==> src/rtl/dmactl_pkg.sv <==
// Package: shared register indices and the write-strobe bundle of the
// channel control sequencer. Assumes a word-addressed bus.
package dmactl_pkg;

    // Word indices of the control registers (byte offset / 4)
    localparam int IDX_FLAG  = 0;
    localparam int IDX_IEN   = 1;
    localparam int IDX_EN    = 2;
    localparam int IDX_WRST  = 3;
    localparam int IDX_STOP  = 4;
    localparam int IDX_FLUSH = 5;
    localparam int IDX_DBG   = 20;
    localparam int IDX_EXT   = 21;

    // One write strobe per writable register
    typedef struct packed {
        logic flag;
        logic ien;
        logic en;
        logic wrst;
        logic stop;
        logic flush;
        logic ext;
    } wr_stb_t;

endpackage

==> src/rtl/dmactl_regdec.sv <==
// Module: decodes a bus write into one strobe per register.
// Assumes the address is a word index; unknown indices produce no strobe.
module dmactl_regdec
    import dmactl_pkg::*;
#(
    parameter int ADDR_W = 5
) (
    input  logic              clk,
    input  logic              rst_n,
    input  logic              bus_wr,
    input  logic [ADDR_W-1:0] bus_addr,
    output wr_stb_t           stb
);

    // Purpose: raise the strobe of the addressed register during a write
    always_comb begin
        stb = '0;
        if (bus_wr) begin
            stb.flag  = (bus_addr == ADDR_W'(IDX_FLAG));
            stb.ien   = (bus_addr == ADDR_W'(IDX_IEN));
            stb.en    = (bus_addr == ADDR_W'(IDX_EN));
            stb.wrst  = (bus_addr == ADDR_W'(IDX_WRST));
            stb.stop  = (bus_addr == ADDR_W'(IDX_STOP));
            stb.flush = (bus_addr == ADDR_W'(IDX_FLUSH));
            stb.ext   = (bus_addr == ADDR_W'(IDX_EXT));
        end
    end

    AST_STB_ONEHOT: assert property (@(posedge clk) disable iff (!rst_n)
        $onehot0(stb));

endmodule

==> src/rtl/dmactl_run_ctrl.sv <==
// Module: enable / stop / flush / warm-reset sequencing and the address
// extension bit. Assumes the engine pulses drain_done and holds eng_idle
// as a level. Enable is dropped by hardware when stop is set and the engine
// is idle, or after STOP_LIMIT cycles at most.
module dmactl_run_ctrl #(
    parameter int STOP_LIMIT = 16
) (
    input  logic clk,
    input  logic rst_n,
    input  logic stb_en,
    input  logic stb_stop,
    input  logic stb_flush,
    input  logic stb_ext,
    input  logic warm_req,
    input  logic wbit,
    input  logic eng_idle,
    input  logic drain_done,
    output logic en,
    output logic stop,
    output logic flush,
    output logic ext,
    output logic warm_pulse
);

    localparam int CNT_W = $clog2(STOP_LIMIT + 1);
    localparam logic [CNT_W-1:0] CNT_LAST = CNT_W'(STOP_LIMIT - 1);

    logic [CNT_W-1:0] stop_cnt;
    logic             force_off;

    // Purpose: enable must fall because stop is pending and engine is quiet or time is up
    assign force_off = stop && (eng_idle || (stop_cnt == CNT_LAST));

    // Purpose: register state update with warm reset taking priority
    always_ff @(posedge clk) begin
        if (!rst_n) begin
            en         <= 1'b0;
            stop       <= 1'b0;
            flush      <= 1'b0;
            ext        <= 1'b0;
            warm_pulse <= 1'b0;
            stop_cnt   <= '0;
        end else if (warm_req) begin
            en         <= 1'b0;
            stop       <= 1'b0;
            flush      <= 1'b0;
            ext        <= 1'b0;
            warm_pulse <= 1'b1;
            stop_cnt   <= '0;
        end else begin
            warm_pulse <= 1'b0;
            if (stb_stop) begin
                stop <= wbit;
            end
            if (force_off) begin
                en <= 1'b0;
            end else if (stb_en) begin
                en <= wbit && !stop;
            end
            if (!stop || !en) begin
                stop_cnt <= '0;
            end else if (stop_cnt != CNT_LAST) begin
                stop_cnt <= stop_cnt + 1'b1;
            end
            if (flush && drain_done) begin
                flush <= 1'b0;
            end else if (stb_flush && wbit) begin
                flush <= 1'b1;
            end
            if (stb_ext) begin
                ext <= wbit;
            end
        end
    end

    AST_STOP_IDLE_DROP: assert property (@(posedge clk) disable iff (!rst_n)
        (stop && eng_idle) |=> !en);

    AST_EN_HELD_BY_STOP: assert property (@(posedge clk) disable iff (!rst_n)
        (stop && !en) |=> !en);

    AST_FLUSH_FALL: assert property (@(posedge clk) disable iff (!rst_n)
        $fell(flush) |-> ($past(drain_done) || $past(warm_req)));

    AST_WARM_CLEARS: assert property (@(posedge clk) disable iff (!rst_n)
        warm_req |=> (!en && !stop && !flush && !ext && warm_pulse));

    AST_WARM_ONE_CYCLE: assert property (@(posedge clk) disable iff (!rst_n)
        (warm_pulse && !warm_req) |=> !warm_pulse);

endmodule

==> src/rtl/dmactl_irq_ctrl.sv <==
// Module: interrupt flags, interrupt enables and the combined interrupt.
// Receive mode: event pulses set flags, written ones clear them.
// Transmit mode: flag 0 follows the threshold level while enabled, a written
// zero clears it, and hardware drops enable 0 after the flag is seen.
module dmactl_irq_ctrl #(
    parameter int NFLAG = 2
) (
    input  logic             clk,
    input  logic             rst_n,
    input  logic             warm_req,
    input  logic             dir_rx,
    input  logic             stb_flag,
    input  logic             stb_ien,
    input  logic [NFLAG-1:0] wdata,
    input  logic [NFLAG-1:0] rx_event,
    input  logic             tx_above,
    output logic [NFLAG-1:0] flag,
    output logic [NFLAG-1:0] ien,
    output logic             irq
);

    logic [NFLAG-1:0] set_v;
    logic [NFLAG-1:0] clr_v;
    logic             tx_ien_drop;

    // Purpose: per-bit set and clear terms; bit 0 also serves transmit mode
    for (genvar gi = 0; gi < NFLAG; gi++) begin : g_flag
        if (gi == 0) begin : g_txbit
            assign set_v[gi] = dir_rx ? rx_event[gi] : (tx_above && ien[gi]);
            assign clr_v[gi] = stb_flag && (dir_rx ? wdata[gi] : !wdata[gi]);
        end else begin : g_rxbit
            assign set_v[gi] = dir_rx && rx_event[gi];
            assign clr_v[gi] = dir_rx && stb_flag && wdata[gi];
        end
    end

    // Purpose: transmit enable auto-clear once the flag has been raised
    assign tx_ien_drop = !dir_rx && tx_above && ien[0] && flag[0];

    // Purpose: flag and enable registers
    always_ff @(posedge clk) begin
        if (!rst_n || warm_req) begin
            flag <= '0;
            ien  <= '0;
        end else begin
            flag <= (flag & ~clr_v) | set_v;
            if (stb_ien) begin
                ien <= wdata;
            end else if (tx_ien_drop) begin
                ien[0] <= 1'b0;
            end
        end
    end

    // Purpose: combined interrupt level
    assign irq = |(flag & ien);

    AST_RX_FLAG_SET: assert property (@(posedge clk) disable iff (!rst_n)
        (dir_rx && rx_event[0] && !warm_req) |=> flag[0]);

    AST_TX_IEN_DROP: assert property (@(posedge clk) disable iff (!rst_n)
        (!dir_rx && tx_above && ien[0] && flag[0] && !stb_ien) |=> !ien[0]);

    AST_TX_ZERO_CLR: assert property (@(posedge clk) disable iff (!rst_n)
        (!dir_rx && stb_flag && !wdata[0] && !(tx_above && ien[0])) |=> !flag[0]);

    AST_IRQ_NEEDS_EN: assert property (@(posedge clk) disable iff (!rst_n)
        (ien == '0) |-> !irq);

endmodule

==> src/rtl/dma_chan_ctl.sv <==
// Module: top of the channel control sequencer. Decodes register writes,
// runs the enable/stop/flush handshakes and the interrupt logic, and
// multiplexes a combinational read view. Assumes NFLAG <= 2 so the debug
// word layout fits its documented fields.
module dma_chan_ctl
    import dmactl_pkg::*;
#(
    parameter int ADDR_W     = 5,
    parameter int DATA_W     = 32,
    parameter int NFLAG      = 2,
    parameter int STOP_LIMIT = 16
) (
    input  logic              clk,
    input  logic              rst_n,
    input  logic              bus_wr,
    input  logic [ADDR_W-1:0] bus_addr,
    input  logic [DATA_W-1:0] bus_wdata,
    output logic [DATA_W-1:0] bus_rdata,
    input  logic              dir_rx,
    input  logic              eng_idle,
    input  logic              drain_done,
    input  logic [NFLAG-1:0]  rx_event,
    input  logic              tx_above,
    output logic              run,
    output logic              drain_req,
    output logic              warm_rst,
    output logic              addr_ext,
    output logic              irq
);

    localparam int DBG_FLAG_LSB = 4;
    localparam int DBG_IEN_LSB  = DBG_FLAG_LSB + NFLAG;

    wr_stb_t          stb;
    logic             warm_req;
    logic             en;
    logic             stop;
    logic             flush;
    logic             ext;
    logic [NFLAG-1:0] flag;
    logic [NFLAG-1:0] ien;
    logic [DATA_W-1:0] dbg;
    logic             unused_wdata;

    // Purpose: upper write-data bits carry no register content
    assign unused_wdata = ^bus_wdata[DATA_W-1:NFLAG];

    dmactl_regdec #(
        .ADDR_W (ADDR_W)
    ) u_dec (
        .clk      (clk),
        .rst_n    (rst_n),
        .bus_wr   (bus_wr),
        .bus_addr (bus_addr),
        .stb      (stb)
    );

    // Purpose: warm reset command fires on a write of 1
    assign warm_req = stb.wrst && bus_wdata[0];

    dmactl_run_ctrl #(
        .STOP_LIMIT (STOP_LIMIT)
    ) u_run (
        .clk        (clk),
        .rst_n      (rst_n),
        .stb_en     (stb.en),
        .stb_stop   (stb.stop),
        .stb_flush  (stb.flush),
        .stb_ext    (stb.ext),
        .warm_req   (warm_req),
        .wbit       (bus_wdata[0]),
        .eng_idle   (eng_idle),
        .drain_done (drain_done),
        .en         (en),
        .stop       (stop),
        .flush      (flush),
        .ext        (ext),
        .warm_pulse (warm_rst)
    );

    dmactl_irq_ctrl #(
        .NFLAG (NFLAG)
    ) u_irq (
        .clk      (clk),
        .rst_n    (rst_n),
        .warm_req (warm_req),
        .dir_rx   (dir_rx),
        .stb_flag (stb.flag),
        .stb_ien  (stb.ien),
        .wdata    (bus_wdata[NFLAG-1:0]),
        .rx_event (rx_event),
        .tx_above (tx_above),
        .flag     (flag),
        .ien      (ien),
        .irq      (irq)
    );

    // Purpose: engine-facing levels
    assign run       = en && !stop;
    assign drain_req = flush;
    assign addr_ext  = ext;

    // Purpose: debug status word assembly
    always_comb begin
        dbg = '0;
        dbg[0] = en;
        dbg[1] = stop;
        dbg[2] = flush;
        dbg[3] = eng_idle;
        dbg[DBG_FLAG_LSB +: NFLAG] = flag;
        dbg[DBG_IEN_LSB +: NFLAG]  = ien;
    end

    // Purpose: combinational read multiplexer
    always_comb begin
        bus_rdata = '0;
        if (bus_addr == ADDR_W'(IDX_FLAG)) begin
            bus_rdata[NFLAG-1:0] = flag;
        end else if (bus_addr == ADDR_W'(IDX_IEN)) begin
            bus_rdata[NFLAG-1:0] = ien;
        end else if (bus_addr == ADDR_W'(IDX_EN)) begin
            bus_rdata[0] = en;
        end else if (bus_addr == ADDR_W'(IDX_STOP)) begin
            bus_rdata[0] = stop;
        end else if (bus_addr == ADDR_W'(IDX_FLUSH)) begin
            bus_rdata[0] = flush;
        end else if (bus_addr == ADDR_W'(IDX_DBG)) begin
            bus_rdata = dbg;
        end else if (bus_addr == ADDR_W'(IDX_EXT)) begin
            bus_rdata[0] = ext;
        end
    end

    AST_RUN_NEEDS_EN: assert property (@(posedge clk) disable iff (!rst_n)
        $rose(run) |-> ($past(stb.en) || $past(stb.stop)));

    AST_DRAIN_HOLD: assert property (@(posedge clk) disable iff (!rst_n)
        (drain_req && !drain_done && !warm_req) |=> drain_req);

endmodule

==> config.mk <==
export PLATFORM = sky130hd
export DESIGN_NAME = dma_chan_ctl
export DESIGN_NICKNAME = d
export VERILOG_FILES = /design/src/rtl/dmactl_pkg.sv /design/src/rtl/dmactl_regdec.sv /design/src/rtl/dmactl_run_ctrl.sv /design/src/rtl/dmactl_irq_ctrl.sv /design/src/rtl/dma_chan_ctl.sv
export SDC_FILE = /design/constraint.sdc
export NUM_CORES = 1
export LEC_CHECK = 0
export BUFFER_PORTS_ARGS = -buffer_cell sky130_fd_sc_hd__buf_2
export CORE_ASPECT_RATIO = 1.25
export CORE_MARGIN = 2
export CORE_UTILIZATION = 36
export CTS_CLUSTER_DIAMETER = 30
export CTS_CLUSTER_SIZE = 28
export DETAILED_ROUTE_END_ITERATION = 6
export GPL_TIMING_DRIVEN = 0
export PLACE_DENSITY = 0.85
export SYNTH_ARGS = -nofsm -noshare
export SYNTH_HDL_FRONTEND = slang
export SYNTH_SLANG_ARGS = --single-unit
==> constraint.sdc <==
create_clock -name clk -period 1.5 [get_ports clk]
set_input_delay 0.075 -clock clk [delete_from_list [all_inputs] [get_ports clk]]
set_output_delay 0.075 -clock clk [all_outputs]
set_load 0.02 [all_outputs]
==> results of run 1 <==
## power by group through the flow
stage	registers, uW	logic (uW)	clock network (uW)
after floorplan	392	160	0
after global placement	393	196	0
after detailed placement	393	198	0
after CTS	384	200	204
after global routing	384	225	223
final	383	209	201
## sequential cells by signal (all words and copies together), names as in the netlist
| name | flops |
|---|---|
| u_run.ext | 1 |
| u_irq.flag | 2 |
| u_irq.ien | 2 |
| u_run.flush | 1 |
| u_run.en | 1 |
| u_run.warm_pulse | 1 |
| u_run.stop_cnt | 5 |
| u_run.stop | 1 |
## final timing paths
| check | startpoint | end | slack, ps | cells past startpoint |
|---|---|---|---|---|
| worst max-delay path | u_irq.flag[0] | bus_rdata[0] | 10 | 4 |
| worst min-delay path | bus_wdata[1] | u_irq.ien[1] | 70 | 3 |
| worst max register to register | u_run.stop_cnt[0] | u_run.stop_cnt[3] | 60 | 6 |
| worst min register to register | u_run.stop_cnt[4] | u_run.stop_cnt[4] | 510 | 2 |
## synthesized netlist by cell type (2+ instances only)
library cell and instances:
dfxtp_1 14, nand2_1 7, a21oi_1 5, mux2_2 2, nor3_1 4, nand3_1 4, nand2b_1 2, o21ai_0 2
mux2i_1 4, nand4_2 2, inv_1 2, xor2_1 3, and2_1 6, nor2_1 13, nand4b_1 2, nor2b_1 4
ha_1 2, clkbuf_1 3, buf_4 24, buf_2 2
## per-layer routing
metal / vias up / global-route usage / part of all wire
li1: 506 / - / -
met1: 448 / 0.1536 / 0.41
met2: 38 / 0.2531 / 0.53
met3: 4 / 0.002273 / 0.045
met4: 0 / 0.05128 / 0.010
met5: - / 0 / 0
## cell families (layout without fill, tap and decap cells)
group | Yosys count | after routing | share of synthesized area
xor+xnor | 4 | 4 | 0.03260
buf+inv | 32 | 62 | 0.2049
fa+ha+maj | 2 | 2 | 0.02328
mux | 6 | 6 | 0.05821
simple gates | 54 | 54 | 0.3143
flops | 14 | 14 | 0.2608
other cells | 1 | 24 | 0.003489
compound gates | 15 | 15 | 0.1025
## worst min-delay path: cells and delay by family
family,cells,cell delay (ps)
AND/OR/NAND/NOR,1,80
multiplexers,1,60
buffers and inverters,1,90
## layout make-up
type | instances | area (um2)
Multi-Input combinational cell | 105 | 699.4
Sequential cell | 14 | 286.5
Fill cell | 290 | 1470
Timing Repair Buffer | 28 | 150.1
Inverter | 2 | 7.507
Buffer | 29 | 209.0
Clock buffer | 3 | 22.52
Tap cell | 36 | 45.04
## stage by stage
| step | power, uW | utilization | setup TNS (ps) |
|---|---|---|---|
| detailed placement | 591.7 | 0.4606 | -231.1 |
| CTS | 788.5 | 0.4710 | 0 |
| global placement | 589.0 | 0.4606 | -136.7 |
| global route | 831.5 | 0.4913 | -62.64 |
| floorplan | 551.9 | - | 0 |
| finish | 792.6 | 0.4913 | 0 |
## layout by cell type (no fill, tap or decap), types with 4 or more instances in the layout
cell,synthesis,routed
nand3_1,4,4
a21oi_1,5,5
and2_1,6,6
dfxtp_1,14,11
buf_2,2,26
mux2i_1,4,4
nor2_1,13,13
nand2_1,7,7
conb_1,1,24
buf_4,24,28
## what timing repair did
item | in CTS | in global routing
setup buffers | 0 | 3
pin swaps | 0 | 2
setup endpoints to repair | 6 | 4
resized for setup | 5 | 9
==> run_results.csv, run 1 <==
group,metric,value,unit
status,status,"complete, no violations",
power_and_ir_drop,irDropWorstVdd,0.2164,mV
timing,drv_slew,0,
power_and_ir_drop,swShare,0.2991,
worst_setup_path,critPathBufInv,1,
worst_setup_path,cp_max_fo,6,
timing,whs,67.26,ps
yosys,yosysTopAreaCellShare,0.2608,
yosys,synth_flop_cell,"dfxtp_1",
route,viasPerCell,4.590,
place,place_inst,212,
timing,rsz0062_at_grt,"yes",
worst_setup_path,path_cells,"mux2_2, o41ai_2, nor3_2, buf_4",
hold_path,hold_path.class,"input port to flop",
yosys,synth-async-reset-ratio,0,
global_route,grtUsageTotal,0.1336,
worst_setup_path,crit_path_max_incr_delay,360,ps
timing,fin_worst_skew,5.866,ps
place,pre_cts_ws,-116.7,ps
global_route,grt-ovfl-total,0,
global_route,grt_pass1_vias,836,
place,finalWeightedCongestion,0.7822,
power_and_ir_drop,powerDensity,558.1,nW/um2
cts,cts_sinks,14,
timing,max_freq,671.9,MHz
power_and_ir_drop,power.leakage,0.0007010,uW
timing,period_share,0.9922,
yosys,avgSynthCellArea,8.397,um2
layout,drive_gt1_frac,0.4199,
cts,cts.path.max_buffers,2,
cts,clk_pin_slew,70,ps
route,vias,996,
die,rows,22,
cts,htree_levels,1,
worst_setup_path,cp.required,1420,ps
layout,instances_no_fill,217,
place,port-buffer-count,25,
cts,clkLatencyLatePin,270,ps
run,cap_violations,0,
cts,ctsHoldBuffers,0,
die,start_util,0.3719,
yosys,ys_seq_elements,14,
layout,area_growth,32.13,%
yosys,yosysWarnings,0,
global_route,antenna_found_initial,0,
route,ant_nets,0,
timing,layout_min_cycle_time,1488,ps
timing,hold_violations,0,
die,io_pins,83,
die,fp.dieArea,3441,um2
layout,final_area,1420,um2
timing,fin_ws,11.69,ps
route,wirelength,2423,um
worst_setup_path,cp-start-kind,"flop",
worst_setup_path,critPathSlowestCell,"dfxtp_1",
power_and_ir_drop,pwr-share-clk,0.253,
cts,cts_root_buffer,"clkbuf_4",
global_route,grt_max_degree,11,
worst_setup_path,crit_family,"flip-flops",
place,placed_cell_area,1331,um2
yosys,synth_cells,128,
global_route,grt_pass1_wl,3601,um
place,dp_hpwl,1830,um
power_and_ir_drop,p_sw,237.1,uW
route,wl_per_cell,11.17,um
yosys,synth_area,1075,um2
die,die-width,52.87,um
route,drt_iter0_markers,15,
die,fp.coreArea,2890,um2
yosys,synth-edff-count,0,
cts,cts_tree,"done",
power_and_ir_drop,pwr-share-comb,0.264,
cts,cts_buffers,3,
worst_setup_path,crit_type,"flop to output port",
yosys,synth.area.top_cells,"dfxtp_1 (26%), buf_4 (17%), nor2_1 (4.5%), mux2i_1 (3.7%), and2_1 (3.5%)",
route,drt-pass1-iter-count,4,
layout,n_antenna_cell,0,
die,chipHeight,65.09,um
power_and_ir_drop,p_int,555.5,uW
worst_setup_path,cp.arrival,1410,ps
route,drcViolationCount,0,
layout,nets,231,
yosys,synth-seq-area-share,0.2608,
yosys,yosys.cell_types.count,41,
power_and_ir_drop,pwr-share-seq,0.483,
yosys,yosysTopAreaCell,"dfxtp_1",
timing,finalSetupViolCount,0,
worst_setup_path,worstSetupEndpointType,"output port",
No activity file was read; power rests on OpenSTA's default activity.
==> run 2: changes to the inputs <==
--- a/config.mk
+++ b/config.mk
@@ -13,7 +13,7 @@
 export CTS_CLUSTER_SIZE = 28
 export DETAILED_ROUTE_END_ITERATION = 6
 export GPL_TIMING_DRIVEN = 0
-export PLACE_DENSITY = 0.85
+export PLACE_DENSITY = 0.86
 export SYNTH_ARGS = -nofsm -noshare
 export SYNTH_HDL_FRONTEND = slang
 export SYNTH_SLANG_ARGS = --single-unit
==> run 2 against run 1 <==
Net effect: utilization down 1.1 points; setup slack better by 20 ps; flip-flop and latch count unchanged; clock skew down 4.7 ps; clock-buffer cell count unchanged; via count down 2.9%; cell count down 0.92%; hold slack worse by 31 ps; total power up 1.1%; die area unchanged; critical path type unchanged; largest cell class unchanged.
==> run_results.csv, run 2 (same netlist as run 1, synthesis figures left out) <==
group,metric,value,unit
status,status,"complete, no violations",
power_and_ir_drop,irDropWorstVdd,0.2951,mV
layout,nets,229,
layout,largest_reg_flops,5,
layout,drive_gt1_frac,0.3966,
global_route,grt_pass1_wl,3636,um
timing,finalSetupViolCount,0,
worst_setup_path,cp.arrival,1390,ps
die,fp.dieArea,3441,um2
layout,layout_common_cells,"buf_2 (27), buf_4 (25), conb_1 (24)",
route,drt-pass1-iter-count,4,
layout,multiInputGateArea,686.9,um2
hold_path,hold_depth,3,
layout,seq_area,284.0,um2
timing,max_freq,681.2,MHz
global_route,antenna_found_initial,0,
timing,layout_min_cycle_time,1468,ps
cts,cts_root_buffer,"clkbuf_4",
timing,period_share,0.9786,
layout,area_growth,29.10,%
route,vias,967,
layout,reg.largest.list,"u_run.stop_cnt x5, u_irq.flag x2, u_irq.ien x2",
route,wirelength,2234,um
worst_setup_path,worstSetupEndpointType,"output port",
die,fp.coreArea,2890,um2
route,wl_per_cell,10.39,um
cts,cts_buffers,3,
timing,fin_worst_skew,1.194,ps
layout,largest-register,"u_run.stop_cnt",
cts,htree_levels,1,
worst_setup_path,crit_family,"flip-flops",
worst_setup_path,crit_path_max_incr_delay,360,ps
global_route,grtUsageTotal,0.1418,
route,ant_nets,0,
power_and_ir_drop,power.leakage,0.0006927,uW
die,rows,22,
route,viasPerCell,4.498,
die,start_util,0.3719,
worst_setup_path,cp.depth,4,
cts,clk_pin_slew,80,ps
timing,tns,0,ps
place,port-buffer-count,25,
place,placed_cell_area,1331,um2
layout,n_antenna_cell,0,
cts,clkLatencyLatePin,280,ps
cts,cts.path.max_buffers,2,
die,die-width,52.87,um
global_route,grt_max_degree,11,
place,dp_hpwl,1749,um
worst_setup_path,critPathBufInv,1,
layout,final_common_cell,"buf_2",
route,drt_iter0_markers,9,
hold_path,hold_path.class,"input port to flop",
timing,rsz0062_at_grt,"yes",
worst_setup_path,cp-start-kind,"flop",
timing,hold_violations,0,
cts,cts_tree,"done",
run,cap_violations,0,
worst_setup_path,cp.required,1420,ps
die,chipHeight,65.09,um
worst_setup_path,critPathSlowestCell,"dfxtp_2",
layout,n_fill_cell,302,
route,drcViolationCount,0,
layout,final_area,1388,um2
power_and_ir_drop,powerDensity,577.6,nW/um2
worst_setup_path,path_cells,"nor2b_1, a2111oi_2, nor3_1, buf_2",
timing,drv_slew,0,
place,finalWeightedCongestion,0.7596,
cts,cts_sinks,14,
worst_setup_path,crit_type,"flop to output port",
die,io_pins,83,
worst_setup_path,r2r_cells,6,
cts,ctsHoldBuffers,0,
global_route,grt-ovfl-total,0,
global_route,grt_pass1_vias,872,
worst_setup_path,cp_max_fo,6,
-- run 2: cell types whose count changed in the layout (fill, tap and decap cells not counted), sizes merged --
cell  previous run  this run
buf             55        53
-- run 2: path summary, 6_finish.rpt --
| check | from | to | slack [ps] |
|---|---|---|---|
| setup / recovery | u_run.stop | bus_rdata[0] | 30 |
| hold / removal | bus_wdata[1] | u_irq.ien[1] | 40 |
| setup reg to reg | u_run.stop_cnt[0] | u_run.stop_cnt[3] | 70 |
| hold reg to reg | u_run.stop_cnt[4] | u_run.stop_cnt[4] | 500 |
-- run 2: repair_timing --
item / in CTS / in global routing
endpoints found under the setup margin: 5 / 4
setup buffers: 1 / 0
gates cloned: 0 / 0
pin swaps: 0 / 0
resized for setup: 5 / 3
-- run 2: tightest hold or removal path, cell delays in order --
cell	delay, ps
buf_2	80
mux2i_1	50
nor2_1	70
-- run 2: report_power, final --
| group | internal [uW] | switching (uW) | total, uW |
|---|---|---|---|
| sequential | 378 | 6.95 | 385 |
| clock | 93.2 | 118 | 211 |
| combinational | 86.1 | 119 | 205 |
| total | 557 | 244 | 801 |
-- run 2: cell type report --
| class | count | area share |
|---|---|---|
| well taps | 36 | 0.03246 |
| multi-input cells | 105 | 0.4950 |
| clock buffers | 3 | 0.01623 |
| inverters | 2 | 0.005410 |
| repair buffers | 26 | 0.09558 |
| flip-flops and latches | 14 | 0.2047 |
| plain buffers | 29 | 0.1506 |
-- run 2: metrics by stage --
| step | setup WS (ps) | power (uW) | utilization | cells | hold slack [ps] |
|---|---|---|---|---|---|
| after floorplan | 0.02820 | 551.9 | - | 151 | 218.9 |
| after global placement | -86.48 | 588.2 | 0.4606 | 212 | 320.8 |
| after detailed placement | -109.2 | 590.6 | 0.4606 | 212 | 327.3 |
| after CTS | 12.69 | 799.8 | 0.4736 | 215 | 33.33 |
| final | 32.08 | 801.4 | 0.4801 | 215 | 35.80 |
| after global routing | -29.69 | 843.8 | 0.4801 | 215 | 56.10 |
-- run 2: metal layers --
metal	part of all wire	track usage	vias to the layer above
li1	-	-	497
met4	0.023	0.08654	0
met5	0	0	-
met1	0.40	0.1489	434
met2	0.53	0.2563	32
met3	0.053	0.02045	4
